$ cat config.mk
export PLATFORM = sky130hd
export DESIGN_NAME = flow_ctrl_engine
export DESIGN_NICKNAME = d
export VERILOG_FILES = /design/src/rtl/flow_ctrl_pkg.sv /design/src/rtl/fc_sync.sv /design/src/rtl/fc_rx_match.sv /design/src/rtl/fc_tx_insert.sv /design/src/rtl/flow_ctrl_engine.sv
export SDC_FILE = /design/constraint.sdc
export NUM_CORES = 1
export LEC_CHECK = 0
export BUFFER_PORTS_ARGS = -buffer_cell sky130_fd_sc_hd__buf_2
export CORE_MARGIN = 2
export CORE_UTILIZATION = 45
export DETAILED_ROUTE_END_ITERATION = 12
export PLACE_DENSITY = 0.86
export SLEW_MARGIN = 15
export SYNTH_ARGS = -nofsm -noshare
export SYNTH_HDL_FRONTEND = slang
export SYNTH_SLANG_ARGS = --single-unit
$ cat constraint.sdc
create_clock -name clk -period 2.2 [get_ports clk]
set_input_delay 0.33 -clock clk [delete_from_list [all_inputs] [get_ports clk]]
set_output_delay 0.33 -clock clk [all_outputs]
set_load 0.01 [all_outputs]
$ cat src/rtl/flow_ctrl_pkg.sv
package flow_ctrl_pkg;
  typedef enum logic [1:0] {INS_IDLE, INS_FIRST, INS_SECOND} ins_state_t;
  typedef enum logic [1:0] {PEND_NONE, PEND_XON, PEND_XOFF} pend_t;
endpackage

$ cat src/rtl/fc_sync.sv
module fc_sync #(
  parameter int STAGES = 2
) (
  input  logic clk,
  input  logic rst_n,
  input  logic d,
  output logic q
);
  logic [STAGES-1:0] sh;
  generate
    if (STAGES == 1) begin : g_one
      always_ff @(posedge clk or negedge rst_n)
        if (!rst_n) sh <= '0;
        else        sh <= d;
    end else begin : g_many
      always_ff @(posedge clk or negedge rst_n)
        if (!rst_n) sh <= '0;
        else        sh <= {sh[STAGES-2:0], d};
    end
  endgenerate
  assign q = sh[STAGES-1];
endmodule

$ cat src/rtl/fc_rx_match.sv
module fc_rx_match
  import flow_ctrl_pkg::*;
#(
  parameter int CHAR_W = 8
) (
  input  logic              clk,
  input  logic              rst_n,
  input  logic              en,
  input  logic              dual,
  input  logic              rx_valid,
  input  logic [CHAR_W-1:0] rx_data,
  input  logic [CHAR_W-1:0] xon1,
  input  logic [CHAR_W-1:0] xon2,
  input  logic [CHAR_W-1:0] xoff1,
  input  logic [CHAR_W-1:0] xoff2,
  output logic              drop,
  output logic              stop
);
  pend_t pend;
  logic  hit_on1, hit_off1, done_off, done_on;

  assign hit_on1  = (rx_data == xon1);
  assign hit_off1 = (rx_data == xoff1);
  assign done_off = dual && (pend == PEND_XOFF) && (rx_data == xoff2);
  assign done_on  = dual && (pend == PEND_XON)  && (rx_data == xon2);

  always_comb begin
    drop = 1'b0;
    if (en && rx_valid)
      drop = hit_on1 || hit_off1 || done_off || done_on;
  end

  always_ff @(posedge clk or negedge rst_n) begin
    if (!rst_n) begin
      stop <= 1'b0;
      pend <= PEND_NONE;
    end else if (!en) begin
      stop <= 1'b0;
      pend <= PEND_NONE;
    end else if (rx_valid) begin
      if (!dual) begin
        pend <= PEND_NONE;
        if (hit_off1)     stop <= 1'b1;
        else if (hit_on1) stop <= 1'b0;
      end else if (done_off) begin
        stop <= 1'b1;
        pend <= PEND_NONE;
      end else if (done_on) begin
        stop <= 1'b0;
        pend <= PEND_NONE;
      end else if (hit_off1) begin
        pend <= PEND_XOFF;
      end else if (hit_on1) begin
        pend <= PEND_XON;
      end else begin
        pend <= PEND_NONE;
      end
    end
  end
endmodule

$ cat src/rtl/fc_tx_insert.sv
module fc_tx_insert
  import flow_ctrl_pkg::*;
#(
  parameter int CHAR_W = 8,
  parameter int LVL_W  = 8
) (
  input  logic              clk,
  input  logic              rst_n,
  input  logic              en,
  input  logic              dual,
  input  logic              flush,
  input  logic [LVL_W-1:0]  level,
  input  logic [LVL_W-1:0]  hi_thr,
  input  logic [LVL_W-1:0]  lo_thr,
  input  logic [CHAR_W-1:0] xon1,
  input  logic [CHAR_W-1:0] xon2,
  input  logic [CHAR_W-1:0] xoff1,
  input  logic [CHAR_W-1:0] xoff2,
  input  logic              ins_ready,
  output logic              ins_valid,
  output logic [CHAR_W-1:0] ins_data
);
  ins_state_t state;
  logic       is_xoff;
  logic       xoff_out;

  assign ins_valid = (state != INS_IDLE);

  always_comb begin
    ins_data = '0;
    if (state == INS_FIRST)  ins_data = is_xoff ? xoff1 : xon1;
    if (state == INS_SECOND) ins_data = is_xoff ? xoff2 : xon2;
  end

  always_ff @(posedge clk or negedge rst_n) begin
    if (!rst_n) begin
      state    <= INS_IDLE;
      is_xoff  <= 1'b0;
      xoff_out <= 1'b0;
    end else begin
      unique case (state)
        INS_IDLE: begin
          if (flush) begin
            xoff_out <= 1'b0;
          end else if (en && !xoff_out && level >= hi_thr) begin
            state    <= INS_FIRST;
            is_xoff  <= 1'b1;
            xoff_out <= 1'b1;
          end else if (en && xoff_out && level <= lo_thr) begin
            state    <= INS_FIRST;
            is_xoff  <= 1'b0;
            xoff_out <= 1'b0;
          end
        end
        INS_FIRST: begin
          if (flush) xoff_out <= 1'b0;
          if (ins_ready) state <= dual ? INS_SECOND : INS_IDLE;
        end
        INS_SECOND: begin
          if (flush) xoff_out <= 1'b0;
          if (ins_ready) state <= INS_IDLE;
        end
        default: state <= INS_IDLE;
      endcase
    end
  end
endmodule

$ cat src/rtl/flow_ctrl_engine.sv
module flow_ctrl_engine #(
  parameter int CHAR_W      = 8,
  parameter int LVL_W       = 8,
  parameter int SYNC_STAGES = 2
) (
  input  logic              clk,
  input  logic              rst_n,
  input  logic              cfg_auto_cts,
  input  logic              cfg_auto_rts,
  input  logic              cfg_swap_dsr_dtr,
  input  logic              cfg_sw_rx_en,
  input  logic              cfg_sw_tx_en,
  input  logic              cfg_sw_dual,
  input  logic [LVL_W-1:0]  cfg_hi_thr,
  input  logic [LVL_W-1:0]  cfg_lo_thr,
  input  logic [CHAR_W-1:0] cfg_xon1,
  input  logic [CHAR_W-1:0] cfg_xon2,
  input  logic [CHAR_W-1:0] cfg_xoff1,
  input  logic [CHAR_W-1:0] cfg_xoff2,
  input  logic [LVL_W-1:0]  rx_level,
  input  logic              rx_flush,
  input  logic              rx_valid,
  input  logic [CHAR_W-1:0] rx_data,
  output logic              rx_drop,
  input  logic              cts_n,
  input  logic              dsr_n,
  input  logic              man_rts_n,
  input  logic              man_dtr_n,
  output logic              rts_n,
  output logic              dtr_n,
  output logic              tx_hold,
  output logic              ins_valid,
  input  logic              ins_ready,
  output logic [CHAR_W-1:0] ins_data
);
  logic cts_s, dsr_s, flow_in;
  logic fill_stop, flow_out;
  logic remote_stop;

  fc_sync #(.STAGES(SYNC_STAGES)) u_sync_cts (.clk(clk), .rst_n(rst_n), .d(cts_n), .q(cts_s));
  fc_sync #(.STAGES(SYNC_STAGES)) u_sync_dsr (.clk(clk), .rst_n(rst_n), .d(dsr_n), .q(dsr_s));

  assign flow_in = cfg_swap_dsr_dtr ? dsr_s : cts_s;

  // Hysteresis on fill level: high mark wins if both marks are met.
  always_ff @(posedge clk or negedge rst_n) begin
    if (!rst_n)                       fill_stop <= 1'b0;
    else if (rx_level >= cfg_hi_thr)  fill_stop <= 1'b1;
    else if (rx_level <= cfg_lo_thr)  fill_stop <= 1'b0;
  end

  assign flow_out = cfg_auto_rts ? fill_stop : (cfg_swap_dsr_dtr ? man_dtr_n : man_rts_n);
  assign rts_n    = cfg_swap_dsr_dtr ? man_rts_n : flow_out;
  assign dtr_n    = cfg_swap_dsr_dtr ? flow_out  : man_dtr_n;

  fc_rx_match #(.CHAR_W(CHAR_W)) u_rx_match (
    .clk(clk), .rst_n(rst_n), .en(cfg_sw_rx_en), .dual(cfg_sw_dual),
    .rx_valid(rx_valid), .rx_data(rx_data),
    .xon1(cfg_xon1), .xon2(cfg_xon2), .xoff1(cfg_xoff1), .xoff2(cfg_xoff2),
    .drop(rx_drop), .stop(remote_stop)
  );

  fc_tx_insert #(.CHAR_W(CHAR_W), .LVL_W(LVL_W)) u_tx_insert (
    .clk(clk), .rst_n(rst_n), .en(cfg_sw_tx_en), .dual(cfg_sw_dual),
    .flush(rx_flush), .level(rx_level), .hi_thr(cfg_hi_thr), .lo_thr(cfg_lo_thr),
    .xon1(cfg_xon1), .xon2(cfg_xon2), .xoff1(cfg_xoff1), .xoff2(cfg_xoff2),
    .ins_ready(ins_ready), .ins_valid(ins_valid), .ins_data(ins_data)
  );

  assign tx_hold = (cfg_auto_cts && flow_in) || (cfg_sw_rx_en && remote_stop);
endmodule

-- Word level (Yosys, flattened, before mapping)
Cells that the tools add are included.
- bits in registers: 12
- bits of input ports: 79
- logic and storage cells: 92
- magnitude comparators: 2
- equal/unequal tests: 17
- muxes and demuxes: 38
- bitwise operators: 1
- reductions and logical operators: 26
- operators with widths (kind ; count):
    == test 8 bit ; 4
    two-way mux 8 bit ; 4
    two-way mux 2 bit ; 12
    two-way mux 1 bit ; 20
    logical AND 1 bit ; 11
    AND reduction 3 bit ; 3
    greater-or-equal comparator 8 bit ; 1
    less-or-equal comparator 8 bit ; 1
    inequality test 4 x 2 -> 1 bit, second input constant ; 2
    nonzero test 2 bit ; 4
    inequality test 2 bit, second input constant ; 3
    case mux 2 bit (3 select lines) ; 1
    == test 2 x 1 -> 1 bit, second input constant ; 2
    == test 2 bit, second input constant ; 2
    logical OR 1 bit ; 4
    inequality test 2 x 1 -> 1 bit, second input constant ; 2
    inequality test 4 x 1 -> 1 bit, second input constant ; 1
    AND reduction 4 bit ; 1
    inequality test 3 x 1 -> 1 bit, second input constant ; 1
    zero test 2 bit ; 1
    case mux 1 bit (2 select lines) ; 1
    OR reduction 2 bit ; 1
    zero test 1 bit ; 1
    NOT 1 bit ; 1

-- Logic depth before layout (Yosys ltp)
- depth in word-level cells: 8
- gate-level depth with buffers: 8

-- Hierarchy
A second synthesis with hierarchy kept.
- cells, all modules: 267
- area total of the unflattened synthesis: 2193.4 um2
- modules (own cells, without submodules) (module ; instances ; cells each ; area an instance (um2)):
    fc_tx_insert ; 1 ; 134 ; 1043.5
    fc_rx_match ; 1 ; 68 ; 571.8
    flow_ctrl_engine ; 1 ; 61 ; 478.0
    fc_sync ; 2 ; 2 ; 50.0

-- Worst setup path after synthesis
No wires, ideal clock.
- path type: input port to flip-flop
- from: input port rx_level[0]
- to: register u_tx_insert.xoff_out
- library setup time: 0.123 ns
- arrival: 1.715 ns
- required time: 2.077 ns
- setup slack: 0.362 ns
- stages: 8
- path buffers: 0
- cells stage by stage: inv_1 > ha_1 > nor3b_1 > o21ai_0 > a21oi_1 > nor2_1 > or4_1 > o221a_2
- word-level cells in the longest chain between the ends: 5
- elaborated cells on any way between the ends: 9
- those cells by class: order compare (2); eq/ne (1); mux (3); reduce/logical (3)
- ends and longest elaborated chain (item ; line ; RTL):
    from (decl) ; flow_ctrl_engine.sv:20 ; input logic [LVL_W-1:0] rx_level,
    greater-or-equal comparator 8 bit ; fc_tx_insert.sv:45 ; end else if (en && !xoff_out && level >= hi_thr) begin
    logical AND 1 bit ; fc_tx_insert.sv:45 ;
    two-way mux 1 bit ; fc_tx_insert.sv:45 ;
    two-way mux 1 bit ; fc_tx_insert.sv:43 ; if (flush) begin
    case mux 1 bit (2 select lines) ; fc_tx_insert.sv:41 ; unique case (state)
    to (signal assigned) ; fc_tx_insert.sv:39 ; xoff_out <= 1'b0;
    to (signal assigned) ; fc_tx_insert.sv:44 ; xoff_out <= 1'b0;
    to (signal assigned) ; fc_tx_insert.sv:48 ; xoff_out <= 1'b1;
    to (decl) ; fc_tx_insert.sv:25 ; logic xoff_out;
Several ways; a longest one is shown, not always the timed one.
A chain may end at the register's enable or synchronous reset.

-- Worst setup path after layout
- from: register u_tx_insert.state[0]
- to: output port ins_data[5]
- word-level cells in the longest chain between the ends: 3
- elaborated cells on any way between the ends: 4
- those cells by class: eq/ne (2); mux (2)
- ends and longest elaborated chain (item ; line ; RTL):
    from (decl) ; fc_tx_insert.sv:23 ; ins_state_t state;
    from (signal assigned) ; fc_tx_insert.sv:57 ; if (ins_ready) state <= dual ? INS_SECOND : INS_IDLE;
    == test 2 x 1 -> 1 bit ; fc_tx_insert.sv:31 ; if (state == INS_FIRST) ins_data = is_xoff ? xoff1 : xon1;
    two-way mux 8 bit ; fc_tx_insert.sv:31 ;
    two-way mux 8 bit * ; fc_tx_insert.sv:32 ; if (state == INS_SECOND) ins_data = is_xoff ? xoff2 : xon2;
    to (decl) ; flow_ctrl_engine.sv:34 ; output logic [CHAR_W-1:0] ins_data
Every way passes the cells marked *; elsewhere a longest branch is shown, timed or not.

==> flow_summary_export.csv <==
group,metric,value,unit
floorplan,die_y,65.1,um
floorplan,initial_utilization,0.462,
synth,yosys_warnings,0,
critical_path,worst_path_largest_cell_delay,410,ps
finish,design_area,2260,um^2
synth,synthTopCellsByArea,"dfrtp_1 (18%), ha_1 (15%), xnor2_1 (8.9%), xor2_1 (7.8%), mux2_2 (5.4%)",
clock_tree,root_buffer,"clkbuf_8",
critical_path,timing.rr.end,"u_tx_insert.xoff_out",
floorplan,fp-row-count,22,
job,cap_violations,0,
sta,setup_viol,0,
sta,totalNegativeSetupSlack,0,ps
placed_design,place_area,2190,um^2
floorplan,core_area,3630,um^2
min_path,min_path_cells,1,
sta,worst_pin_slew,461,ps
synth,synthMuxAreaShare,0.0955,
clock_tree,clkLatencyLatePin,230,ps
sta,hold_viol,0,
critical_path,crit_buf_inv,2,
power,peakVddDrop,0.000334,V
power,p_leak,0.00118,uW
finish,syn_to_final_growth,34.5,%
critical_path,path_class,"flip-flop to output pin",
clock_tree,htreeDepth,1,
drt,wirelength,4.28,mm
global_route,grt_max_degree,17,
floorplan,io_pins,92,
synth,synth_adder_area_share,0.149,
placed_design,io_buffers,91,
finish,fillers,336,
outcome,status,"complete, no violations",
placed_design,gp_congestion,0.892,
synth,async_reset_ff_frac,1.00,
finish,multi_input_area,1280,um^2
finish,seqCellArea,300,um^2
synth,syn_avg_cell_area,8.11,um^2
sta,rsz0062_at_grt,"no",
global_route,gr-usage-all-layers,0.203,
global_route,grt_pass1_vias,1749,
finish,drive_gt1_frac,0.362,
synth,synthDistinctLibCells,40,
synth,yosysSeqAreaShare,0.179,
floorplan,chipWidth,65.1,um
clock_tree,post_cts_buffers,0,
critical_path,r2r_setup_slack,420,ps
critical_path,end_kind,"output pin",
clock_tree,cts_buffers,3,
synth,synth_seq_cells,12,
drt,drtPass1Iterations,4,
finish,fin_nets,401,
sta,drv_slew,0,
drt,vias_per_cell,5.26,
clock_tree,cts_hold_buf,1,
critical_path,startpoint_type,"flip-flop",
critical_path,r2r_cells,6,
clock_tree,cts_tree,"yes",
clock_tree,clk_pin_slew,50,ps
drt,drt_iter0_markers,112,
synth,synth-simple-area-share,0.180,
drt,ant_nets,0,
sta,finalCriticalPeriod,2010,ps
floorplan,die_area,4230,um^2
placed_design,hpwl,3.70,mm
synth,synth-edff-count,0,
global_route,overflow,0,
drt,avgRoutedWirePerCell,12.3,um
drt,drc,0,
sta,relSlewSlack,0.690,
synth,synthFlopType,"dfrtp_1",
global_route,antenna_found_initial,0,
critical_path,cp_cell_sequence,"inv_1 > ha_1 > nand2b_1 > o21ai_0 > buf_2",
synth,synth_top_family_by_area,"simple AND/OR/NAND/NOR gates",
clock_tree,cts.sinks,12,
drt,vias,1836,
clock_tree,cts_resized,0,
critical_path,crit_slowest_cell,"dfrtp_1",
critical_path,crit-reg2reg-launch,"u_tx_insert.state[0]",
critical_path,crit_required,1870,ps
min_path,hold_start,"cts_n",
synth,synth_top_cell_by_area,"dfrtp_1",
synth,synthCells,207,
synth,synth_commonest_cells,"inv_1 (21), ha_1 (20), nand2_1 (19)",
power,powerDensity,562,nW/um^2
finish,antennaDiodeCount,0,
critical_path,cp_top_family,"flip-flops",
synth,synth-xor-area-share,0.167,
min_path,hold_end,"u_sync_cts.sh[0]",
global_route,grt_pass1_wl,7.00,mm
synth,synth_compound_area_frac,0.172,
critical_path,cp.arrival,1680,ps
synth,synth_fp_nets,306,
synth,yosysMostFrequentCell,"inv_1",
clock_tree,clockBufferDepth,2,
sta,timing.final.crit_share,0.916,
min_path,hold_path.class,"input port to flip-flop",
sta,fmax,496,MHz
synth,synth.top_cell.area_share,0.179,
sta,clock_skew,2.57,ps
critical_path,path_max_fanout,7,
synth,synth.cell_area,1680,um^2
-- where the power goes --
| group | switching [uW] | internal [uW] |
|---|---|---|
| clock network | 71.5 | 157 |
| registers | 22.1 | 251 |
| logic | 406 | 360 |
| total | 499 | 769 |
-- worst reg2reg max path, stage by stage, from the launching register on --
cell and delay (ps):
dfrtp_1 410, inv_1 80, ha_1 310, or4_1 520, nor2_1 130, or4_1 120, o221a_2 160
-- routing by layer --
| layer | up-vias | GRT usage | wire length (um) |
|---|---|---|---|
| met5 | - | 0 | 0 |
| met4 | 0 | 0.0521 | 51 |
| met3 | 6 | 0.0139 | 210 |
| met2 | 57 | 0.383 | 2140 |
| met1 | 848 | 0.247 | 1880 |
| li1 | 925 | - | - |
-- how the worst max path moves through the flow --
stage	from	to	slack [ps]	depth (start not counted)
6_report	u_tx_insert.state[0]	ins_data[5]	190	5
5_1_grt	u_tx_insert.state[0]	ins_data[1]	80	5
4_1_cts	u_tx_insert.state[0]	ins_data[5]	170	5
3_5_place_dp	rx_level[1]	u_tx_insert.state[1]	160	8
3_3_place_gp	rx_level[0]	u_tx_insert.xoff_out	190	9
2_1_floorplan	rx_level[0]	u_tx_insert.xoff_out	360	8
-- cell families after synthesis --
logic type / Yosys count
and+or+nand+nor: 58
AOI/OAI and AO/OA: 45
xor gates and xnor gates: 32
buffers and inverters: 25
adders and majority gates: 20
muxes: 15
DFF: 12
-- flip-flops by register name (all words and copies together), names as in the netlist --
| name | flops |
|---|---|
| u_tx_insert.is_xoff | 1 |
| u_rx_match.stop | 1 |
| u_tx_insert.state | 2 |
| u_tx_insert.xoff_out | 1 |
| u_sync_cts.sh | 2 |
| u_sync_dsr.sh | 2 |
| u_rx_match.pend | 2 |
| fill_stop | 1 |
-- layout make-up --
| cell class | instances | area share |
|---|---|---|
| multi-input cells | 170 | 0.568 |
| flip-flops and latches | 12 | 0.133 |
| inverters | 21 | 0.0349 |
| repair buffers | 94 | 0.213 |
| well taps | 48 | 0.0266 |
| clock buffers | 4 | 0.0244 |
-- per-stage QoR --
step / utilization / hold slack (ps) / power [uW] / instances / setup slack (ps)
after global placement: 0.603 / 216 / 1020 / 344 / 191
final: 0.621 / 208 / 1270 / 349 / 185
after global routing: 0.621 / 202 / 1380 / 349 / 75.2
after floorplan: - / 34.4 / 760 / 207 / 362
after CTS: 0.621 / 205 / 1270 / 349 / 169
after detailed placement: 0.603 / 219 / 1040 / 344 / 159
-- placed cells by master (no fill, tap or decap), types with 2 or more instances in the layout --
cell type,synthesis,routed
o21ai_0,16,16
nor4_1,3,3
nand2_1,19,19
nor3_1,3,3
dfrtp_1,12,12
a21oi_1,11,11
nor3b_1,3,3
mux2_2,8,8
nor2_1,10,10
nand4_1,7,7
mux2i_1,7,7
ha_1,20,20
nor2b_1,3,3
clkbuf_8,0,4
a22o_1,2,2
xor2_1,15,15
nand3_1,2,2
or4_1,2,2
a211o_1,2,2
o211ai_1,2,2
inv_1,21,21
buf_4,0,2
xnor2_1,17,17
o32ai_1,2,2
buf_2,1,91
No activity file was read; power rests on OpenSTA's default activity.
